--- config.mk ---
export PLATFORM = sky130hd
export DESIGN_NAME = edge_irq_ctrl
export DESIGN_NICKNAME = d
export VERILOG_FILES = /design/src/rtl/edge_irq_pkg.sv /design/src/rtl/edge_irq_regs.sv /design/src/rtl/edge_irq_detect.sv /design/src/rtl/edge_irq_status.sv /design/src/rtl/edge_irq_ctrl.sv
export SDC_FILE = /design/constraint.sdc
export NUM_CORES = 1
export LEC_CHECK = 0
export BUFFER_PORTS_ARGS = -buffer_cell sky130_fd_sc_hd__buf_2
export CAP_MARGIN = 20
export CORE_MARGIN = 3
export CORE_UTILIZATION = 40
export CTS_BUF_LIST = sky130_fd_sc_hd__clkbuf_2
export DETAILED_ROUTE_END_ITERATION = 10
export MAX_ROUTING_LAYER = met4
export PLACE_DENSITY = 0.62
export SYNTH_ARGS = -nofsm -noshare
export SYNTH_HDL_FRONTEND = slang
export SYNTH_HIERARCHICAL = 1
export SYNTH_SLANG_ARGS = --single-unit
--- constraint.sdc ---
create_clock -name clk -period 1.6 [get_ports clk]
set_input_delay 0 -clock clk [delete_from_list [all_inputs] [get_ports clk]]
set_output_delay 0 -clock clk [all_outputs]
set_load 0.01 [all_outputs]
--- src/rtl/edge_irq_pkg.sv ---
package edge_irq_pkg;
  localparam int ADDR_W = 4;
  localparam logic [ADDR_W-1:0] A_RISE = 4'h0;
  localparam logic [ADDR_W-1:0] A_FALL = 4'h4;
  localparam logic [ADDR_W-1:0] A_CTRL = 4'h8;
  localparam logic [ADDR_W-1:0] A_STAT = 4'h9;
  localparam logic [ADDR_W-1:0] A_CLR  = 4'hA;

  localparam int KB_EDGE = 3;
  localparam int KB_OVF  = 2;

  // control byte, bit 4 down to bit 0
  typedef struct packed {
    logic fall_on;
    logic rise_on;
    logic irq_on;
    logic ovf_ie;
    logic edge_ie;
  } ctrl_t;

  function automatic logic pend_calc(ctrl_t c, logic e, logic o);
    return c.irq_on & ((e & c.edge_ie) | (o & c.ovf_ie));
  endfunction
endpackage

--- src/rtl/edge_irq_regs.sv ---
module edge_irq_regs
  import edge_irq_pkg::*;
#(
  parameter int NBYTES = 3,
  localparam int NCH = 8 * NBYTES
) (
  input  logic              clk,
  input  logic              rst_n,
  input  logic              we,
  input  logic [ADDR_W-1:0] addr,
  input  logic [7:0]        wdata,
  input  logic [7:0]        stat_byte,
  output logic [7:0]        rdata,
  output logic [NCH-1:0]    rise_en,
  output logic [NCH-1:0]    fall_en,
  output ctrl_t             ctrl,
  output logic              clr_edge,
  output logic              clr_ovf
);
  logic [NCH-1:0] rise_q, fall_q;
  ctrl_t          ctrl_q;

  always_ff @(posedge clk) begin
    if (!rst_n) begin
      rise_q <= '0;
      fall_q <= '0;
      ctrl_q <= '0;
    end else if (we) begin
      for (int k = 0; k < NBYTES; k++) begin
        if (addr == A_RISE + ADDR_W'(k)) rise_q[k*8 +: 8] <= wdata;
        if (addr == A_FALL + ADDR_W'(k)) fall_q[k*8 +: 8] <= wdata;
      end
      if (addr == A_CTRL) ctrl_q <= ctrl_t'(wdata[4:0]);
    end
  end

  assign clr_edge = we && (addr == A_CLR) && wdata[KB_EDGE];
  assign clr_ovf  = we && (addr == A_CLR) && wdata[KB_OVF];

  always_comb begin
    rdata = 8'h00;
    for (int k = 0; k < NBYTES; k++) begin
      if (addr == A_RISE + ADDR_W'(k)) rdata = rise_q[k*8 +: 8];
      if (addr == A_FALL + ADDR_W'(k)) rdata = fall_q[k*8 +: 8];
    end
    if (addr == A_CTRL) rdata = {3'b000, ctrl_q};
    if (addr == A_STAT) rdata = stat_byte;
  end

  assign rise_en = rise_q;
  assign fall_en = fall_q;
  assign ctrl    = ctrl_q;
endmodule

--- src/rtl/edge_irq_detect.sv ---
module edge_irq_detect #(
  parameter int NCH = 24
) (
  input  logic           clk,
  input  logic           rst_n,
  input  logic [NCH-1:0] din,
  input  logic [NCH-1:0] rise_en,
  input  logic [NCH-1:0] fall_en,
  input  logic           rise_on,
  input  logic           fall_on,
  output logic           any_edge
);
  logic [NCH-1:0] prev_q;
  logic [NCH-1:0] hit;

  // on reset the history tracks the input, so release gives no false edge
  always_ff @(posedge clk) begin
    if (!rst_n) prev_q <= din;
    else        prev_q <= din;
  end

  for (genvar i = 0; i < NCH; i++) begin : g_ch
    logic up, down;
    assign up     = din[i] & ~prev_q[i];
    assign down   = ~din[i] & prev_q[i];
    assign hit[i] = (up & rise_en[i] & rise_on) | (down & fall_en[i] & fall_on);
  end

  assign any_edge = |hit;

  p_steady_r11: assert property (@(posedge clk) disable iff (!rst_n)
    ($past(din) == din) |-> !any_edge);
endmodule

--- src/rtl/edge_irq_status.sv ---
module edge_irq_status
  import edge_irq_pkg::*;
(
  input  logic  clk,
  input  logic  rst_n,
  input  logic  any_edge,
  input  logic  clr_edge,
  input  logic  clr_ovf,
  input  ctrl_t ctrl,
  output logic  edge_st,
  output logic  ovf_st,
  output logic  pend
);
  always_ff @(posedge clk) begin
    if (!rst_n) begin
      edge_st <= 1'b0;
      ovf_st  <= 1'b0;
    end else begin
      if (any_edge)      edge_st <= 1'b1;
      else if (clr_edge) edge_st <= 1'b0;
      if (any_edge && edge_st) ovf_st <= 1'b1;
      else if (clr_ovf)        ovf_st <= 1'b0;
    end
  end

  assign pend = pend_calc(ctrl, edge_st, ovf_st);

  p_edge_set_r2: assert property (@(posedge clk) disable iff (!rst_n)
    any_edge |=> edge_st);
  p_edge_clr_r6: assert property (@(posedge clk) disable iff (!rst_n)
    (clr_edge && !any_edge) |=> !edge_st);
  p_set_wins_r7: assert property (@(posedge clk) disable iff (!rst_n)
    (clr_ovf && any_edge && edge_st) |=> ovf_st);
  p_ovf_set_r5: assert property (@(posedge clk) disable iff (!rst_n)
    (any_edge && edge_st) |=> ovf_st);
  p_ovf_keep_r5: assert property (@(posedge clk) disable iff (!rst_n)
    (ovf_st && !clr_ovf) |=> ovf_st);
endmodule

--- src/rtl/edge_irq_ctrl.sv ---
module edge_irq_ctrl
  import edge_irq_pkg::*;
#(
  parameter int NBYTES = 3,
  localparam int NCH = 8 * NBYTES
) (
  input  logic             clk,
  input  logic             rst_n,
  input  logic             bus_we,
  input  logic [3:0]       bus_addr,
  input  logic [7:0]       bus_wdata,
  output logic [7:0]       bus_rdata,
  input  logic [NCH-1:0]   din,
  output logic             irq
);
  logic [NCH-1:0] rise_en, fall_en;
  ctrl_t          ctrl;
  logic           clr_edge, clr_ovf, any_edge;
  logic           edge_st, ovf_st, pend;
  logic [7:0]     stat_byte;

  assign stat_byte = {5'b00000, pend, ovf_st, edge_st};

  edge_irq_regs #(.NBYTES(NBYTES)) u_regs (
    .clk(clk), .rst_n(rst_n), .we(bus_we), .addr(bus_addr), .wdata(bus_wdata),
    .stat_byte(stat_byte), .rdata(bus_rdata), .rise_en(rise_en),
    .fall_en(fall_en), .ctrl(ctrl), .clr_edge(clr_edge), .clr_ovf(clr_ovf)
  );

  edge_irq_detect #(.NCH(NCH)) u_detect (
    .clk(clk), .rst_n(rst_n), .din(din), .rise_en(rise_en), .fall_en(fall_en),
    .rise_on(ctrl.rise_on), .fall_on(ctrl.fall_on), .any_edge(any_edge)
  );

  edge_irq_status u_status (
    .clk(clk), .rst_n(rst_n), .any_edge(any_edge), .clr_edge(clr_edge),
    .clr_ovf(clr_ovf), .ctrl(ctrl), .edge_st(edge_st), .ovf_st(ovf_st),
    .pend(pend)
  );

  assign irq = pend;

  p_irq_gate_r9: assert property (@(posedge clk) disable iff (!rst_n)
    !ctrl.irq_on |-> !irq);
  p_irq_src_r8: assert property (@(posedge clk) disable iff (!rst_n)
    irq |-> (edge_st || ovf_st));
endmodule

# After elaboration in Yosys (flattened, before gate mapping)
# Index checks and enable logic that the tools add are counted.
dict set report totals {
  input_bits 39
  output_inout_bits 9
  word_cells 269
  reg_bits 79
}
dict set report op_classes {
  reduce_logical 15
  bitwise 220
  eq_ne 8
  mux 12
}
# operator count
set op_table {}
lappend op_table {{1-bit bitwise AND} 147}
lappend op_table {{8-bit 2-to-1 mux} 8}
lappend op_table {{1-bit NOT} 48}
lappend op_table {{1-bit OR} 25}
lappend op_table {{24-bit OR reduction} 1}
lappend op_table {{2-bit AND reduction} 7}
lappend op_table {{4-bit by 3-bit == test with 1-bit output, second input constant} 3}
lappend op_table {{4-bit == test, second input constant} 3}
lappend op_table {{4-bit by 1-bit == test with 1-bit output, second input constant} 1}
lappend op_table {{4-bit by 2-bit == test with 1-bit output, second input constant} 1}
lappend op_table {{1-bit logical AND} 4}
lappend op_table {{4-bit logical NOT} 1}
lappend op_table {{1-bit 2-to-1 mux} 4}
lappend op_table {{2-bit nonzero test} 2}

# Logic depth before layout (Yosys ltp)
dict set report logic_depth {
  word_depth 9
  ltp_mapped 7
  mapped_depth_nobuf 7
}

# Hierarchy
# Netlist, hierarchy kept.
# mod instances cells_per_inst seq_area_each_um2 area_per_inst_um2
set by_module_without_submodules {}
lappend by_module_without_submodules {edge_irq_regs 1 295 1061.0 2677.6}
lappend by_module_without_submodules {edge_irq_detect 1 104 480.5 939.7}
lappend by_module_without_submodules {edge_irq_status 1 9 40.0 85.1}
lappend by_module_without_submodules {edge_irq_ctrl 1 1 0.0 3.8}

# Worst setup path after synthesis
# OpenSTA, ideal clock, no wires.
dict set report synth_path {
  kind {reg2reg}
  start {register u_detect.prev_q[2]}
  end {register u_status.edge_st}
  required_time_ps 1485
  setup_slack_ps 274
  period_less_slack_ps 1326
  arrival_ps 1211
  path_stages_with_launch 7
  path_buffers 0
  cell_sequence {dfxtp_1 nand3b_1 nand2_1 nor4_2 nand4_1 a22o_1 o21a_1}
}
dict set report synth_between {
  elab_chain_cells 7
  elab_cells_between_ends 11
  classes_between {1 x mux; 8 x bitwise; 2 x reduce/logical}
}
# item line_no
set synth_lines {}
lappend synth_lines {{start: declaration} edge_irq_detect.sv:13} ;# logic [NCH-1:0] prev_q;
lappend synth_lines {{start signal: assignment} edge_irq_detect.sv:18} ;# if (!rst_n) prev_q <= din;
lappend synth_lines {{start signal: assignment} edge_irq_detect.sv:19} ;# else prev_q <= din;
lappend synth_lines {{1-bit NOT} edge_irq_detect.sv:24} ;# assign up = din[i] & ~prev_q[i];
lappend synth_lines {{1-bit bitwise AND} edge_irq_detect.sv:24}
lappend synth_lines {{1-bit bitwise AND (2 in series)} edge_irq_detect.sv:26} ;# assign hit[i] = (up & rise_en[i] & rise_on) | (down & fall_en[i] & fall_on);
lappend synth_lines {{1-bit OR (*)} edge_irq_detect.sv:26}
lappend synth_lines {{24-bit OR reduction (*)} edge_irq_detect.sv:29} ;# assign any_edge = |hit;
lappend synth_lines {{net any_edge} edge_irq_ctrl.sv:18} ;# logic clr_edge, clr_ovf, any_edge;
lappend synth_lines {{1-bit 2-to-1 mux / 2-bit nonzero test (equally long branches)} --}
lappend synth_lines {{end signal: assignment} edge_irq_status.sv:16} ;# edge_st <= 1'b0;
lappend synth_lines {{end signal: assignment} edge_irq_status.sv:19} ;# if (any_edge) edge_st <= 1'b1;
lappend synth_lines {{end signal: assignment} edge_irq_status.sv:20} ;# else if (clr_edge) edge_st <= 1'b0;
lappend synth_lines {{end: declaration} edge_irq_status.sv:10} ;# output logic edge_st,
# Mark *: on every way through the listed nets, which the timed path passes. The rest lies on a longest branch.
# A chain may end at the register's enable or synchronous reset.

# Final worst setup path
dict set report layout_path {
  start {register u_regs.fall_q[4], in the netlist u_regs/fall_en[4]}
  end {output port bus_rdata[4]}
}
dict set report layout_between {
  elab_chain_cells 7
}
# item line_no
set layout_lines {}
lappend layout_lines {{start: declaration} edge_irq_regs.sv:20} ;# logic [NCH-1:0] rise_q, fall_q;
lappend layout_lines {{start signal: indexed assignment} edge_irq_regs.sv:31} ;# if (addr == A_FALL + ADDR_W'(k)) fall_q[k*8 +: 8] <= wdata;
lappend layout_lines {{8-bit 2-to-1 mux} edge_irq_regs.sv:44} ;# if (addr == A_FALL + ADDR_W'(k)) rdata = fall_q[k*8 +: 8];
lappend layout_lines {{8-bit 2-to-1 mux} edge_irq_regs.sv:43} ;# if (addr == A_RISE + ADDR_W'(k)) rdata = rise_q[k*8 +: 8];
lappend layout_lines {{8-bit 2-to-1 mux} edge_irq_regs.sv:44}
lappend layout_lines {{8-bit 2-to-1 mux} edge_irq_regs.sv:43}
lappend layout_lines {{8-bit 2-to-1 mux} edge_irq_regs.sv:44}
lappend layout_lines {{8-bit 2-to-1 mux} edge_irq_regs.sv:46} ;# if (addr == A_CTRL) rdata = {3'b000, ctrl_q};
lappend layout_lines {{8-bit 2-to-1 mux} edge_irq_regs.sv:47} ;# if (addr == A_STAT) rdata = stat_byte;
lappend layout_lines {{end: declaration} edge_irq_ctrl.sv:12} ;# output logic [7:0] bus_rdata,
# No other way between the ends.

==> summary.md <==
| Metric | Value |
|---|---|
| Status | `complete, but fails checks` |
| Violated checks | `setup timing` |
| Reg2Reg Depth | `7` |
| R2R Setup Slk | `0.04 ns` |
| FMAX | `0.566 GHz` |
| Leak pwr | `1.94 nW` |
| Maxcap violations | `0` |
| Unique masters post-synth | `45` |
| Mapped Cells | `409` |
| CTS Root Cell | `clkbuf_2` |
| Drt first pass iters | `4` |
| Post-route ant nets | `0` |
| Tcrit/Tclk final | `1.10` |
| Htree depth | `3` |
| Vias in the first global route | `3359` |
| Hold EP | `u_regs/rise_en[3]` |
| WHS Path Cells | `5` |
| Synth Register Bits | `79` |
| Pint | `0.00258 W` |
| P&R area growth vs syn | `30.2%` |
| First-pass GRT wire length | `18.3 mm` |
| # port buffers | `47` |
| Mapped Avg Cell Area | `9.06 um2` |
| Ports | `48` |
| Hold violation count in the final report | `0` |
| Placed cell areas | `0.00420 mm2` |
| Clk_lat worst skew | `0.52 ns` |
| Mapped cell area | `0.00371 mm2` |
| Share of cells above drive strength 1 | `0.247` |
| Most common cell after layout, fill and taps aside | `dfxtp_1` |
| Worst Skew | `0.0220 ns` |
| Vias | `3483` |
| CP Max Fanout | `3` |
| Shortest period the worst path allows | `1.77 ns` |
| Clock Path Buffers | `2` |
| Die Width | `102 um` |
| Nets | `555` |
| Row cnt | `34` |
| Pins over their slew limit | `0` |
| WL final | `11.7 mm` |
| Sequential share of power | `0.583` |
| Sequential cell area fraction in the yosys report | `0.427` |
| Pwr dens | `729 mW/mm2` |
| VDD IR max | `0.429 mV` |
| Synth Warn # | `6` |
| Ys async rst share | `0` |
| Die height | `102 um` |
| Critical R2R Capture | `u_status/edge_st` |
| Crit Path Category | `reg2out` |
| CP Launch Type | `flop` |
| Drt wl/cell | `18.7 um` |
| Initial antenna violation count | `0` |
| CP arrival | `1.77 ns` |
| Gr ovfl total | `0` |
| RSZ-0062 raised after global routing | `yes` |
| Psw | `0.000935 W` |
| Combinational Power Share | `0.132` |
| RePlAce Congestion | `0.976` |
| Detailed Place HPWL | `8.47 mm` |
| Final worst slack | `-0.167 ns` |
| HP Start | `bus_addr[0]` |
| Core area | `0.00885 mm2` |
| Largest net degree at the start of global routing | `32` |
| Diode count | `0` |
| DR iter-0 viols | `234` |
| Worst hold path class | `in2reg` |
| Post-synth EDFFs | `0` |
| Initial cell density of the core | `0.419` |
| DIE AREA | `0.0105 mm2` |
| CTS Buf Count | `9` |
| Most frequent cells in the layout | `dfxtp_1, nand2_1, buf_2, mux2i_1, nor2b_1` |
| Switch share | `0.266` |
| Reg2reg start | `u_regs/fall_en[1]` |
| Worst slack at placement | `0.00475 ns` |
| Req. time, crit path | `1.60 ns` |
| Gr usage total | `0.242` |
| Average vias per placed instance | `5.56` |
| Main synth FF type | `dfxtp_1` |
| Final setup violation count | `5` |
| Reg clk slew, reported paths | `0.20 ns` |
| Finished layout cell area | `0.00482 mm2` |
| Clk sinks | `79` |
| Clock share of power | `0.285` |
| # DRC | `0` |
| CTS tree | `built` |
| Crit. End Element | `primary output` |
[stage by stage]
stage | setup TNS [ns] | total power (W) | hold WS (ns) | util | instances
after floorplan | 0 | 0.00228 | 0.0277 | - | 413
after global placement | -0.0691 | 0.00247 | 0.129 | 0.475 | 568
after detailed placement | 0 | 0.00247 | 0.130 | 0.475 | 568
after CTS | -0.624 | 0.00354 | 0.0312 | 0.540 | 627
after global routing | -1.35 | 0.00367 | 0.0562 | 0.545 | 627
final | -0.395 | 0.00352 | 0.0910 | 0.545 | 627
[worst max path at each step]
stage	start	endpoint
after global routing	u_regs/rise_en[2]	bus_rdata[2]
after floorplan	u_detect/prev_q[2]	u_status/edge_st
after detailed placement	u_regs/rise_en[9]	u_status/edge_st
final	u_regs/fall_en[4]	bus_rdata[4]
after global placement	u_detect/prev_q[9]	u_status/edge_st
after CTS	u_regs/fall_en[4]	bus_rdata[4]
[cell usage after synthesis (4+ instances only)]
master,instances,area share
a31oi_1,4,0.0068
nand3_1,19,0.026
nor2_1,11,0.011
clkbuf_1,8,0.0081
o21ai_0,11,0.015
nand3b_1,21,0.043
o22a_1,4,0.0095
buf_2,13,0.018
a21boi_1,16,0.032
nor2b_1,41,0.069
o22ai_1,22,0.037
o311ai_1,4,0.0095
mux2i_1,48,0.13
nand2_1,57,0.058
dfxtp_1,79,0.43
[worst max-delay path, stage by stage, from the launching register on]
cell	delay (ns)
dfxtp_2	0.38
mux2i_1	0.16
o22ai_1	0.12
a221oi_2	0.27
o221ai_2	0.16
buf_2	0.17
[layout make-up]
| type | count | area (um2) |
|---|---|---|
| fill | 814 | 4020 |
| multi-input combinational | 308 | 2080 |
| sequential | 79 | 1610 |
| timing repair buffer | 115 | 892 |
| tap | 108 | 135 |
| clock inverter | 5 | 51.3 |
| clock buffer | 9 | 45.0 |
| inverter | 3 | 11.3 |
[registers in the layout, indices dropped and copies added (netlist names)]
register and count:
u_regs/ctrl 5, u_regs/fall_en 24, u_status/edge_st 1, u_status/ovf_st 1
u_detect/prev_q 24, u_regs/rise_en 24
[metal layers]
layer / vias to the layer above / routed length [um] / GRT usage
met5: - / 0 / -
met2: 130 / 5440 / 0.378
met1: 1659 / 5330 / 0.312
met4: 0 / 199 / 0.0595
met3: 18 / 737 / 0.0655
li1: 1676 / - / -
[logic make-up (layout without fill, tap and decap cells)]
group           Yosys count  count (layout)  share of synthesized area
other cells               1               5                    0.00101
compound gates           76              76                      0.144
simple gates            179             179                      0.265
flops                    79              79                      0.427
mux                      48              48                      0.130
buf+inv                  26             132                     0.0327
[power groups by stage]
stage	Sequential, W	Clock (W)	Combinational [W]
2_1_floorplan	0.00208	0	0.000200
3_3_place_gp	0.00209	0	0.000381
3_5_place_dp	0.00209	0	0.000382
4_1_cts	0.00205	0.00103	0.000454
5_1_grt	0.00206	0.00112	0.000499
6_report	0.00205	0.00100	0.000465
[what timing repair did]
action                     in CTS  in global routing
pin swaps                      16                  8
hold endpoints to repair       78                  0
setup endpoints to repair       9                 10
setup buffers                   9                  0
resized for setup              22                 12
hold buffers                   36                  0
Power figures use the tool's default switching activity.
